===== config.mk =====
export PLATFORM = sky130hd
export DESIGN_NAME = gf_clk_fanout
export DESIGN_NICKNAME = d
export VERILOG_FILES = /design/src/rtl/gfc_pkg.sv /design/src/rtl/gfc_sync.sv /design/src/rtl/gfc_phase.sv /design/src/rtl/gfc_chan.sv /design/src/rtl/gfc_strap.sv /design/src/rtl/gf_clk_fanout.sv
export SDC_FILE = /design/constraint.sdc
export NUM_CORES = 1
export LEC_CHECK = 0
export BUFFER_PORTS_ARGS = -buffer_cell sky130_fd_sc_hd__buf_4
export CAP_MARGIN = 25
export CORE_UTILIZATION = 48
export DETAILED_ROUTE_END_ITERATION = 12
export GPL_TIMING_DRIVEN = 0
export PLACE_DENSITY = 0.74
export SKIP_LAST_GASP = 1
export SLEW_MARGIN = 25
export SYNTH_ARGS = -nofsm -noshare
export SYNTH_HDL_FRONTEND = slang
export SYNTH_SLANG_ARGS = --single-unit

===== constraint.sdc =====
create_clock -name clk -period 1.3 [get_ports clk]
set_input_delay 0.065 -clock clk [delete_from_list [all_inputs] [get_ports clk]]
set_output_delay 0.065 -clock clk [all_outputs]
set_load 0.01 [all_outputs]

===== src/rtl/gfc_pkg.sv =====
package gfc_pkg;
  // Width of the phase counter that regenerates the reference waveforms.
  localparam int PH_W = 2;
  // Last phase of the 4-cycle frame; the edge after it is the swap boundary.
  localparam logic [PH_W-1:0] PH_SWAP    = 2'd3;
  // Phase after which a parked output stops driving (its low phase is over).
  localparam logic [PH_W-1:0] PH_RELEASE = 2'd1;

  typedef enum logic {
    RATE_FULL = 1'b0,
    RATE_HALF = 1'b1
  } rate_e;
endpackage


===== src/rtl/gfc_sync.sv =====
module gfc_sync #(
  parameter int            W       = 1,
  parameter int            STAGES  = 2,
  parameter logic [W-1:0]  RST_VAL = '0
) (
  input  logic         clk,
  input  logic         rst_n,
  input  logic [W-1:0] d,
  output logic [W-1:0] q
);
  logic [W-1:0] chain [STAGES];

  always_ff @(posedge clk or negedge rst_n) begin
    if (!rst_n) begin
      for (int s = 0; s < STAGES; s++) chain[s] <= RST_VAL;
    end else begin
      chain[0] <= d;
      for (int s = 1; s < STAGES; s++) chain[s] <= chain[s-1];
    end
  end

  assign q = chain[STAGES-1];
endmodule


===== src/rtl/gfc_phase.sv =====
module gfc_phase
  import gfc_pkg::*;
(
  input  logic  clk,
  input  logic  rst_n,
  input  logic  half_req,
  output logic  sel_o,
  output logic  swap_o,
  output logic  release_o,
  output rate_e rate_o
);
  logic [PH_W-1:0] ph_q, ph_nxt;
  rate_e           pend_q, rate_q, rate_nxt;
  logic            sel_q;
  logic            swap, rel;

  assign swap     = (ph_q == PH_SWAP);
  assign rel      = (ph_q == PH_RELEASE);
  assign ph_nxt   = ph_q + 1'b1;
  assign rate_nxt = swap ? pend_q : rate_q;

  always_ff @(posedge clk or negedge rst_n) begin
    if (!rst_n) begin
      ph_q   <= '0;
      pend_q <= RATE_FULL;
      rate_q <= RATE_FULL;
      sel_q  <= 1'b0;
    end else begin
      ph_q <= ph_nxt;
      if (swap) begin
        pend_q <= half_req ? RATE_HALF : RATE_FULL;
        rate_q <= pend_q;
      end
      // Registered shared waveform; phase 0 is low in both rates.
      sel_q <= (rate_nxt == RATE_HALF) ? ph_nxt[1] : ph_nxt[0];
    end
  end

  assign sel_o     = sel_q;
  assign swap_o    = swap;
  assign release_o = rel;
  assign rate_o    = rate_q;
endmodule


===== src/rtl/gfc_chan.sv =====
module gfc_chan (
  input  logic clk,
  input  logic rst_n,
  input  logic en_req,
  input  logic swap,
  input  logic release_tick,
  input  logic sel,
  output logic clk_o,
  output logic drive_o
);
  logic pend_q, gate_q, drive_q;

  always_ff @(posedge clk or negedge rst_n) begin
    if (!rst_n) begin
      pend_q  <= 1'b0;
      gate_q  <= 1'b0;
      drive_q <= 1'b0;
    end else begin
      if (swap) begin
        pend_q <= en_req;
        gate_q <= pend_q;
        if (pend_q) drive_q <= 1'b1;
      end else if (release_tick && !gate_q) begin
        drive_q <= 1'b0;
      end
    end
  end

  assign clk_o   = gate_q & sel;
  assign drive_o = drive_q;
endmodule


===== src/rtl/gfc_strap.sv =====
module gfc_strap (
  input  logic clk,
  input  logic rst_n,
  input  logic pin_n,
  input  logic reg_bit,
  output logic mode_o
);
  logic mode_q;

  always_ff @(posedge clk or negedge rst_n) begin
    if (!rst_n) mode_q <= 1'b0;
    else        mode_q <= ~pin_n | ~reg_bit;
  end

  assign mode_o = mode_q;
endmodule


===== src/rtl/gf_clk_fanout.sv =====
module gf_clk_fanout
  import gfc_pkg::*;
#(
  parameter int N_OUT       = 4,
  parameter int SYNC_STAGES = 2
) (
  input  logic             clk,
  input  logic             rst_n,
  input  logic [N_OUT-1:0] oe_i,
  input  logic             div2_pin_n,
  input  logic             div2_reg,
  input  logic             bypass_pin_n,
  input  logic             bypass_reg,
  input  logic             hibw_pin_n,
  input  logic             hibw_reg,
  output logic [N_OUT-1:0] clk_o,
  output logic [N_OUT-1:0] drive_o,
  output logic             bypass_o,
  output logic             hibw_o
);
  localparam int CTRL_W  = 6;
  localparam int I_DIV2P = 0;
  localparam int I_DIV2R = 1;
  localparam int I_BYPP  = 2;
  localparam int I_BYPR  = 3;
  localparam int I_BWP   = 4;
  localparam int I_BWR   = 5;

  logic [CTRL_W-1:0] ctrl_raw, ctrl_s;
  logic [N_OUT-1:0]  oe_s;
  logic              half_req, sel_w, swap_w, release_w;
  rate_e             half_w;

  assign ctrl_raw = {hibw_reg, hibw_pin_n, bypass_reg, bypass_pin_n, div2_reg, div2_pin_n};

  gfc_sync #(.W(N_OUT), .STAGES(SYNC_STAGES), .RST_VAL('0)) u_oe_sync (
    .clk(clk), .rst_n(rst_n), .d(oe_i), .q(oe_s)
  );

  gfc_sync #(.W(CTRL_W), .STAGES(SYNC_STAGES), .RST_VAL({CTRL_W{1'b1}})) u_ctrl_sync (
    .clk(clk), .rst_n(rst_n), .d(ctrl_raw), .q(ctrl_s)
  );

  assign half_req = ~ctrl_s[I_DIV2P] | ~ctrl_s[I_DIV2R];

  gfc_phase u_phase (
    .clk(clk), .rst_n(rst_n), .half_req(half_req),
    .sel_o(sel_w), .swap_o(swap_w), .release_o(release_w), .rate_o(half_w)
  );

  for (genvar i = 0; i < N_OUT; i++) begin : g_chan
    gfc_chan u_chan (
      .clk(clk), .rst_n(rst_n), .en_req(oe_s[i]),
      .swap(swap_w), .release_tick(release_w), .sel(sel_w),
      .clk_o(clk_o[i]), .drive_o(drive_o[i])
    );
  end

  gfc_strap u_bypass (
    .clk(clk), .rst_n(rst_n),
    .pin_n(ctrl_s[I_BYPP]), .reg_bit(ctrl_s[I_BYPR]), .mode_o(bypass_o)
  );

  gfc_strap u_hibw (
    .clk(clk), .rst_n(rst_n),
    .pin_n(ctrl_s[I_BWP]), .reg_bit(ctrl_s[I_BWR]), .mode_o(hibw_o)
  );
endmodule


==> metrics.txt, run 1 <==
outcome complete, no violations; portion of the clock cycle consumed by the worst path in the final layout 0.9540; average cell area after synthesis 15.24 um^2; top achievable clock speed 806.3 MHz; width of the die 54.86 um; first drt pass iteration count 2; total power after layout 2.291 mW; CTS H-Tree Depth 2; Filler cells 204; total of max-cap violations 0; Max Buffers Root-to-Sink 2; total clock buffers created by CTS 5; setup repair after global routing missed its margin true; reported leakage power 0.8286 nW; detail-routed via count per cell 4.611; post-synthesis instance area 1341 um^2; class of the tightest hold or removal check primary input to async pin; worst endpoint data arrival time 1480 ps; Std-Cell Rows 18; Total GRT Usage 0.1530; Pins Over Slew Limit 0; core area 2567 um^2; global placement routability congestion 0.6974; Slew HR 0.6927; total wirelength of the detailed-routed design 1742 um; number of global-route vias before repair 721; synth warn 0; area occupied by multi-input gates 250.2 um^2; number of nets with antenna violations after detailed routing 0; number of antenna violations at the first check in global routing 0; largest net degree at the start of global routing 40; DRC 0; Worst VDD drop 0.9860 mV; fraction of layout cells with a size suffix above 1 0.4924; data required time of the critical path 1540 ps; post-layout minimum cycle time 1240 ps; Root Buffer Master sky130_fd_sc_hd__clkbuf_4; leading area contributor after synthesis sky130_fd_sc_hd__dfrtp_1; startpoint class of the critical path flip-flop; source-to-sink clock delay at the later pin of the worst-skew pair 350 ps; DP HPWL 1088 um; setup slack after layout 59.78 ps; post-placement setup slack -95.98 ps; net count after synthesis 102; power density cells 1294 nW/um^2; Final Hold Viols 0; synthesis-stage register bit count 39; actual transition at the worst max-transition pin 461.0 ps; post-detailed-placement cell area 1536 um^2; sequential cell area fraction in the yosys report 0.7388; area of the die 3010 um^2; number of instances in the synthesized netlist 88; endpoint class of the critical path flip-flop; total non-filler cell area in the finished layout 1770 um^2; count of pins on the block boundary 22; wire length of the first global-routing pass 3001 um; Yosys top cell area share 0.5037; aggregate negative setup slack 0 ps; total of endpoints with negative setup slack in the final report 0; count of nets after finishing 145; post-route clock skew 9.332 ps; synth unique cells 16; synth top area cells sky130_fd_sc_hd__dfrtp_1 50%, sky130_fd_sc_hd__dfstp_2 24%, sky130_fd_sc_hd__mux2_2 6.7%; Initial Utilization 0.5224; die boundary height 54.86 um; Iteration-0 DRC Markers 1; register clock-pin slew on the reported worst setup and hold paths 120 ps; number of antenna cells inserted 0; vias 747; Sequential Area 991.0 um^2; CTS sink count 39; path type of the worst setup path flip-flop to flip-flop; input/output buffers 21; synthesis-to-finish area growth 32.00%; total grt overflow 0; routed wirelength normalized by instance count 10.75 um; TritonCTS clock tree done; hold slack 197.0 ps; CP Max Fanout 6
[layout make-up]
cell class	instances	area share
multi-input cells	32	0.1413
well taps	30	0.02120
inverters	7	0.01484
repair buffers	36	0.1682
flip-flops and latches	39	0.5597
clock inverters	3	0.02686
plain buffers	10	0.04664
clock buffers	5	0.02120
[power by group]
group / switching [mW] / internal (mW)
logic: 0.0600 / 0.100
clock network: 0.406 / 0.414
registers: 0.0236 / 1.29
[layout by cell type, fill, tap and decap left out, types with 2 or more instances in the layout]
| cell | n |
|---|---|
| sky130_fd_sc_hd__buf_4 | 33 |
| sky130_fd_sc_hd__dfrtp_1 | 27 |
| sky130_fd_sc_hd__dfstp_2 | 12 |
| sky130_fd_sc_hd__dlygate4sd3_1 | 11 |
| sky130_fd_sc_hd__mux2_2 | 8 |
| sky130_fd_sc_hd__o21ai_0 | 8 |
| sky130_fd_sc_hd__inv_1 | 7 |
| sky130_fd_sc_hd__clkbuf_4 | 5 |
| sky130_fd_sc_hd__and2_1 | 4 |
| sky130_fd_sc_hd__nor2b_1 | 4 |
| sky130_fd_sc_hd__nand2_1 | 2 |
| sky130_fd_sc_hd__buf_6 | 2 |
[sequential cells by signal, summed over array words and instances, names as in the netlist]
signal	flops
u_ctrl_sync.q	6
g_chan.u_chan.drive_o	4
u_phase.rate_o	1
u_phase.sel_o	1
u_oe_sync.chain	4
u_hibw.mode_o	1
g_chan.u_chan.gate_q	4
u_phase.pend_q	1
u_bypass.mode_o	1
u_ctrl_sync.chain	6
u_phase.ph_q	2
g_chan.u_chan.pend_q	4
u_oe_sync.q	4
[per-stage QoR]
| stage | util | cells |
|---|---|---|
| floorplan | - | 88 |
| global placement | 0.5984 | 139 |
| detailed placement | 0.5984 | 139 |
| CTS | 0.6784 | 159 |
| global route | 0.6896 | 162 |
| finish | 0.6896 | 162 |
[metal layers]
metal / share of wire / global-route usage / vias to the layer above
li1: - / - / 362
met1: 0.42 / 0.1667 / 362
met2: 0.50 / 0.2450 / 20
met3: 0.063 / 0.08333 / 3
met4: 0.017 / 0.06410 / 0
met5: 0 / 0 / -
[final timing paths]
check	startpoint	to	slack (ps)	depth (start not counted)
setup / recovery	u_phase.ph_q[0]	u_phase.sel_o	60	4
hold / removal	rst_n	g_chan[3].u_chan.pend_q	200	2
setup reg to reg	u_phase.ph_q[0]	u_phase.sel_o	60	4
hold reg to reg	u_ctrl_sync.chain[6]	u_ctrl_sync.q[0]	350	0
max in group asynchronous	rst_n	u_ctrl_sync.q[1]	740	2
min in group clk	hibw_reg	u_ctrl_sync.chain[11]	350	2
[what timing repair did]
action	4_1_cts	5_1_grt
hold endpoints to repair	49	0
hold buffers	11	0
pin swaps	0	1
buffers inserted	1	3
gates resized for setup	1	2
setup endpoints to repair	5	6
[Yosys cell counts (all sizes together)]
library cell  count
a31oi             1
and2              4
buf              10
dfrtp            27
dfstp            12
ha                2
inv               7
mux2              9
mux2i             1
nand2             2
nor2              1
nor2b             4
o21ai             8
[cell families after synthesis]
| logic type | share of synthesized area |
|---|---|
| mux | 0.08582 |
| buf+inv | 0.07649 |
| simple gates | 0.04570 |
| flops | 0.7388 |
| compound gates | 0.03452 |
| fa+ha+maj | 0.01865 |
[critical path: stages, from the launching register on]
cell and delay (ps):
sky130_fd_sc_hd__dfrtp_1 400, sky130_fd_sc_hd__ha_2 190, sky130_fd_sc_hd__buf_6 130, sky130_fd_sc_hd__mux2_4 310
sky130_fd_sc_hd__mux2i_1 120
Note: power is estimated with default switching activity, not from simulation.
==> inputs of run 2 (changes only) <==
--- a/config.mk
+++ b/config.mk
@@ -15,4 +15,5 @@
 export SLEW_MARGIN = 25
 export SYNTH_ARGS = -nofsm -noshare
 export SYNTH_HDL_FRONTEND = slang
+export SYNTH_HIERARCHICAL = 1
 export SYNTH_SLANG_ARGS = --single-unit
==> metrics.txt, run 2 <==
outcome complete, no violations; number of enable-type register cells in the synthesized netlist 0 (unchanged); DP HPWL 1048 um (-3.7%); post-detailed-placement cell area 1528 um^2 (-0.57%); Max Buffers Root-to-Sink 2 (unchanged); startpoint class of the critical path flip-flop; post-synthesis instance area 1320 um^2 (-1.6%); portion of the clock cycle consumed by the worst path in the final layout 0.9300 (-0.02404); DRC 0 (unchanged); total grt overflow 0 (unchanged); setup slack of the worst register-to-register path 90 ps (+30 ps); power density cells 1227 nW/um^2 (-5.2%); total clock buffers created by CTS 5 (unchanged); fraction of layout cells with a size suffix above 1 0.5039 (+0.01151); Synth Area in Adders 0.01896 (+0.0003006); Synth async-reset ratio 1.000 (unchanged); detail-routed via count per cell 4.573 (-0.82%); data required time of the critical path 1520 ps (-20 ps); setup slack after layout 91.03 ps (+31.25 ps); wire length of the first global-routing pass 2960 um (-1.4%); routed wirelength normalized by instance count 10.59 um (-1.5%); Worst VDD drop 0.9981 mV (+1.2%); CTS H-Tree Depth 2 (unchanged); Yosys top cell area share 0.5118 (+0.008117); post-layout minimum cycle time 1209 ps (-31.25 ps); count of nets after finishing 140 (-3.4%); reported leakage power 0.7961 nW (-3.9%); width of the die 54.44 um (-0.77%); total power after layout 2.136 mW (-6.8%); CTS sink count 39 (unchanged); aggregate negative setup slack 0 ps (unchanged); total of endpoints with negative setup slack in the final report 0 (unchanged); source-to-sink clock delay at the later pin of the worst-skew pair 330 ps (-20 ps); area of the die 2964 um^2 (-1.5%); highest-count cells in the layout ignoring fill and taps 33 x sky130_fd_sc_hd__buf_4, 27 x sky130_fd_sc_hd__dfrtp_1, 12 x sky130_fd_sc_hd__dfstp_2, 11 x sky130_fd_sc_hd__dlygate4sd3_1, 9 x sky130_fd_sc_hd__mux2_2; path type of the worst setup path flip-flop to flip-flop; core area 2545 um^2 (-0.88%); Post-Place Cells 135 (-2.9%); Iteration-0 DRC Markers 3 (+2); setup repair after global routing missed its margin false; number of nets with antenna violations after detailed routing 0 (unchanged); Filler cells 181 (-11%); leading area contributor after synthesis sky130_fd_sc_hd__dfrtp_1; total wirelength of the detailed-routed design 1663 um (-4.5%); largest net degree at the start of global routing 40 (unchanged); synthesis-stage register bit count 39 (unchanged); total of max-cap violations 0 (unchanged); fraction of synthesized cell area in xor and xnor cells 0 (unchanged); synth warn 6 (+6); number of global-route vias before repair 723 (+0.28%); Total GRT Usage 0.1528 (-0.0001901); worst reg2reg path depth 3 (-1); Pins Over Slew Limit 0 (unchanged); fraction of synthesized area in multiplexers 0.09573 (+0.009914); endpoint of the worst register-to-register path g_chan[3].u_chan/pend_q; first drt pass iteration count 2 (unchanged); CP Max Fanout 11 (+5); net count after synthesis 98 (-3.9%); synth unique cells 12 (-4); total non-filler cell area in the finished layout 1742 um^2 (-1.6%); class of the tightest hold or removal check primary input to async pin; dominant combinational cell family by area after synthesis multiplexers; average cell area after synthesis 15.71 um^2 (+3.1%); number of instances in the synthesized netlist 84 (-4.5%); worst endpoint data arrival time 1430 ps (-50 ps); register clock-pin slew on the reported worst setup and hold paths 100 ps (-20 ps); top cells by instance count after synthesis 27 x sky130_fd_sc_hd__dfrtp_1, 12 x sky130_fd_sc_hd__dfstp_2, 10 x sky130_fd_sc_hd__buf_4, 9 x sky130_fd_sc_hd__mux2_2, 8 x sky130_fd_sc_hd__a21oi_1; capturing element of the worst setup path g_chan[3].u_chan/pend_q; fin util 0.6844 (-0.005205); Crit Reg-Reg Startpoint u_phase/ph_q[0]; Std-Cell Rows 18 (unchanged); Final Hold Viols 0 (unchanged); endpoint class of the critical path flip-flop; input/output buffers 21 (unchanged); die boundary height 54.44 um (-0.77%); count of placed standard cells in the final layout, fillers left out 157 (-3.1%); post-placement setup slack -41.32 ps (+54.66 ps); most frequent standard cell in the layout excluding fill and tap cells sky130_fd_sc_hd__buf_4; prevailing post-synth register cell sky130_fd_sc_hd__dfrtp_1; Root Buffer Master sky130_fd_sc_hd__clkbuf_4; Slew HR 0.6988 (+0.006110); hold slack 217.5 ps (+20.50 ps); top achievable clock speed 827.1 MHz (+2.6%); count of pins on the block boundary 22 (unchanged); Initial Utilization 0.5187 (-0.003735); synth top area cells sky130_fd_sc_hd__dfrtp_1 51%, sky130_fd_sc_hd__dfstp_2 24%, sky130_fd_sc_hd__mux2_2 7.7%; post-route clock skew 5.927 ps (-3.405 ps); sequential cell area fraction in the yosys report 0.7507 (+0.01190); vias 718 (-3.9%); beginning of the critical path u_phase/ph_q[0]; actual transition at the worst max-transition pin 451.8 ps (-9.164 ps); area fraction in compound gates after synthesis 0.03033 (-0.004183); number of antenna cells inserted 0 (unchanged); global placement routability congestion 0.6559 (-6.0%); TritonCTS clock tree done; most used standard cell by instance count after synthesis sky130_fd_sc_hd__dfrtp_1; synthesis-to-finish area growth 31.94% (about the same); number of antenna violations at the first check in global routing 0 (unchanged); Post-Synth Simple-Gate Area 0.03886 (-0.006846)
==> run 2: cell type report <==
class / instances / area [um^2] / area share
multi-input combinational: 32 / 255.2 / 0.1466
tap: 30 / 37.54 / 0.02155
timing repair buffer: 35 / 302.8 / 0.1739
buffer: 10 / 75.07 / 0.04310
sequential: 39 / 991.0 / 0.5690
clock buffer: 8 / 68.82 / 0.03951
inverter: 3 / 11.26 / 0.006466
==> run 2: worst min path at each step <==
stage                                     endpoint  start  cells past startpoint  slack, ps
after global placement     g_chan[3].u_chan/pend_q  rst_n                      1         50
after detailed placement   g_chan[3].u_chan/gate_q  rst_n                      1         60
after floorplan           g_chan[0].u_chan/drive_o  rst_n                      0       -230
after global routing       g_chan[1].u_chan/pend_q  rst_n                      2        250
after CTS                  g_chan[2].u_chan/gate_q  rst_n                      2        220
final                      g_chan[3].u_chan/gate_q  rst_n                      2        220
==> run 2: cells by family (layout without fill, tap and decap cells) <==
family,count (synthesis),in the layout
DFF,39,39
buffers and inverters,13,56
muxes,11,11
and+or+nand+nor,11,11
AOI/OAI and AO/OA,8,8
adders and majority gates,2,2
==> run 2: worst max-delay path, stage by stage, from the launching register on <==
cell	delay, ps
sky130_fd_sc_hd__dfrtp_1	440
sky130_fd_sc_hd__ha_4	210
sky130_fd_sc_hd__buf_12	130
sky130_fd_sc_hd__mux2_2	320
==> run 2: routing by layer <==
metal / up-vias / track usage / part of all wire
met4: 0 / 0.08974 / 0.013
met5: - / 0 / 0
met3: 3 / 0.05833 / 0.057
met2: 24 / 0.2602 / 0.49
li1: 350 / - / -
met1: 341 / 0.1589 / 0.43
==> run 2: power by group <==
group          internal (mW)  switching [mW]  total (mW)
Clock                  0.318           0.344       0.662
Sequential              1.29          0.0252        1.31
Combinational          0.103          0.0588       0.161
==> run 2: timing repair <==
action / in CTS / in global routing
hold endpoints to repair: 37 / 0
hold buffers: 11 / 0
gates resized for setup: 0 / 0
buffers inserted: 3 / 0
endpoints found under the setup margin: 1 / 0
==> inputs of run 3 (changes only) <==
--- a/config.mk
+++ b/config.mk
@@ -5,12 +5,14 @@
 export SDC_FILE = /design/constraint.sdc
 export NUM_CORES = 1
 export LEC_CHECK = 0
+export ABC_CLOCK_PERIOD_IN_PS = 1300
 export BUFFER_PORTS_ARGS = -buffer_cell sky130_fd_sc_hd__buf_4
 export CAP_MARGIN = 25
 export CORE_UTILIZATION = 48
 export DETAILED_ROUTE_END_ITERATION = 12
 export GPL_TIMING_DRIVEN = 0
 export PLACE_DENSITY = 0.74
+export RECOVER_POWER = 100
 export SKIP_LAST_GASP = 1
 export SLEW_MARGIN = 25
 export SYNTH_ARGS = -nofsm -noshare
==> metrics.txt, run 3 (same netlist as run 2, synthesis figures left out) <==
count of nets after finishing 140 (unchanged); data required time of the critical path 1520 ps (about the same); total of max-cap violations 0 (unchanged); top achievable clock speed 827.1 MHz (about the same); source-to-sink clock delay at the later pin of the worst-skew pair 330 ps (about the same); class of the tightest hold or removal check flip-flop to flip-flop; portion of the clock cycle consumed by the worst path in the final layout 0.9300 (about the same); number of nets with antenna violations after detailed routing 0 (unchanged); dominant delay contributor by cell family on the critical path flip-flops; first drt pass iteration count 2 (unchanged); actual transition at the worst max-transition pin 885.3 ps (+433.4 ps); core area 2545 um^2 (unchanged); power density cells 1238 nW/um^2 (+0.97%); count of pins on the block boundary 22 (unchanged); post-layout minimum cycle time 1209 ps (+0.007200 ps); reported leakage power 0.7660 nW (-3.8%); number of global-route vias before repair 723 (unchanged); CP Cell Sequence ha_4 > buf_12 > mux2_2; total of endpoints with negative setup slack in the final report 0 (unchanged); number of antenna violations at the first check in global routing 0 (unchanged); Slew HR 0.4098 (-0.2890); setup repair after global routing missed its margin false; Iteration-0 DRC Markers 1 (-2); Crit Reg-Reg Startpoint u_phase/ph_q[0]; routed wirelength normalized by instance count 10.54 um (-0.54%); endpoint of the worst register-to-register path g_chan[3].u_chan/pend_q; critical hold path startpoint u_oe_sync/chain[6]; delay of the slowest cell on the worst path 440 ps (about the same); slowest CP cell sky130_fd_sc_hd__dfrtp_1; global placement routability congestion 0.6559 (unchanged); outcome complete, no violations; number of antenna cells inserted 0 (unchanged); fraction of layout cells with a size suffix above 1 0.4488 (-0.05512); highest-count cells in the layout ignoring fill and taps 27 x sky130_fd_sc_hd__dfrtp_1, 17 x sky130_fd_sc_hd__clkbuf_4, 13 x sky130_fd_sc_hd__buf_4, 12 x sky130_fd_sc_hd__dfstp_2, 11 x sky130_fd_sc_hd__dlygate4sd3_1; Post-Place Cells 135 (unchanged); Std-Cell Rows 18 (unchanged); TritonCTS clock tree done; post-detailed-placement cell area 1528 um^2 (unchanged); setup slack after layout 91.02 ps (-0.007200 ps); Initial Utilization 0.5187 (unchanged); post-placement setup slack -41.32 ps (unchanged); input/output buffers 21 (unchanged); Final Hold Viols 0 (unchanged); detail-routed via count per cell 4.567 (-0.14%); WHS Endpoint u_oe_sync/q[2]; Max Buffers Root-to-Sink 2 (unchanged); quantity of gates resized following cts 0 (unchanged); worst endpoint data arrival time 1430 ps (about the same); DP HPWL 1048 um (unchanged); Total GRT Usage 0.1528 (unchanged); Cells on Worst Hold Path 0; DRC 0 (unchanged); most frequent standard cell in the layout excluding fill and tap cells sky130_fd_sc_hd__dfrtp_1; Worst VDD drop 0.9884 mV (-0.97%); endpoint class of the critical path flip-flop; startpoint class of the critical path flip-flop; Filler cells 186 (+2.8%); total wirelength of the detailed-routed design 1654 um (-0.54%); path type of the worst setup path flip-flop to flip-flop; total grt overflow 0 (unchanged); post-route clock skew 5.848 ps (-0.07916 ps); count of placed standard cells in the final layout, fillers left out 157 (unchanged); Pins Over Slew Limit 0 (unchanged); CTS sink count 39 (unchanged); total non-filler cell area in the finished layout 1713 um^2 (-1.7%); setup slack of the worst register-to-register path 90 ps (about the same); register clock-pin slew on the reported worst setup and hold paths 100 ps (about the same); die boundary height 54.44 um (unchanged); wire length of the first global-routing pass 2960 um (unchanged); vias 717 (-0.14%); area of the die 2964 um^2 (unchanged); CP Max Fanout 11 (unchanged); total clock buffers created by CTS 5 (unchanged); crit path buf inv count 1 (unchanged); CTS H-Tree Depth 2 (unchanged); Root Buffer Master sky130_fd_sc_hd__clkbuf_4; synthesis-to-finish area growth 29.76%; width of the die 54.44 um (unchanged); largest net degree at the start of global routing 40 (unchanged); worst reg2reg path depth 3 (unchanged)
-- run 3: cell count changes in the layout (fill, tap and decap cells not counted), sizes merged --
cell,before,now
buf,34,14
clkbuf,8,28
-- run 3: power breakdown --
group	internal, mW	switching (mW)
Sequential	1.29	0.0251
Combinational	0.0891	0.0583
Clock	0.318	0.343
-- run 3: per-layer routing --
layer	track usage	share of wire	vias to the layer above	wire [um]
met5	0	0	-	0
met4	0.08974	0.013	0	21
met3	0.05833	0.061	3	101
li1	-	-	351	-
met2	0.2602	0.49	24	814
met1	0.1589	0.43	339	715
-- run 3: metrics by stage --
step / util / hold WS, ps / setup TNS [ps] / total power [mW]
4_1_cts: 0.6844 / 221.9 / 0 / 2.179
3_3_place_gp: 0.6003 / 46.20 / 0 / 1.467
3_5_place_dp: 0.6003 / 55.21 / -41.32 / 1.475
6_report: 0.6731 / 355.8 / 0 / 2.121
2_1_floorplan: - / -230.6 / 0 / 1.391
5_1_grt: 0.6731 / 367.9 / 0 / 2.234
-- run 3: timing repair --
item / in CTS / in global routing
setup endpoints to repair: 1 / 0
hold buffers: 11 / 0
endpoints found under the hold margin: 37 / 0
buffers inserted: 3 / 0
-- run 3: how the worst max path moves through the flow --
stage / startpoint / endpoint / depth (start not counted)
final: u_phase/ph_q[0] / g_chan[3].u_chan/pend_q / 3
after global routing: u_phase/ph_q[0] / g_chan[3].u_chan/pend_q / 3
after CTS: u_phase/ph_q[0] / u_phase/sel_o / 3
after detailed placement: u_phase/ph_q[0] / u_phase/sel_o / 3
after global placement: u_phase/ph_q[0] / u_phase/sel_o / 3
after floorplan: u_phase/ph_q[0] / u_phase/sel_o / 3
-- run 3: final cells by class --
class / instances / area (um^2) / area share
flip-flops and latches: 39 / 991.0 / 0.5785
repair buffers: 35 / 274.0 / 0.1600
multi-input cells: 32 / 255.2 / 0.1490
plain buffers: 10 / 75.07 / 0.04383
clock buffers: 8 / 68.82 / 0.04018
well taps: 30 / 37.54 / 0.02191
inverters: 3 / 11.26 / 0.006574
-- run 3: worst reg2reg max path, cell delays in order (launching register included) --
cell	delay [ps]
sky130_fd_sc_hd__dfrtp_1	440
sky130_fd_sc_hd__ha_4	210
sky130_fd_sc_hd__buf_12	130
sky130_fd_sc_hd__mux2_2	330
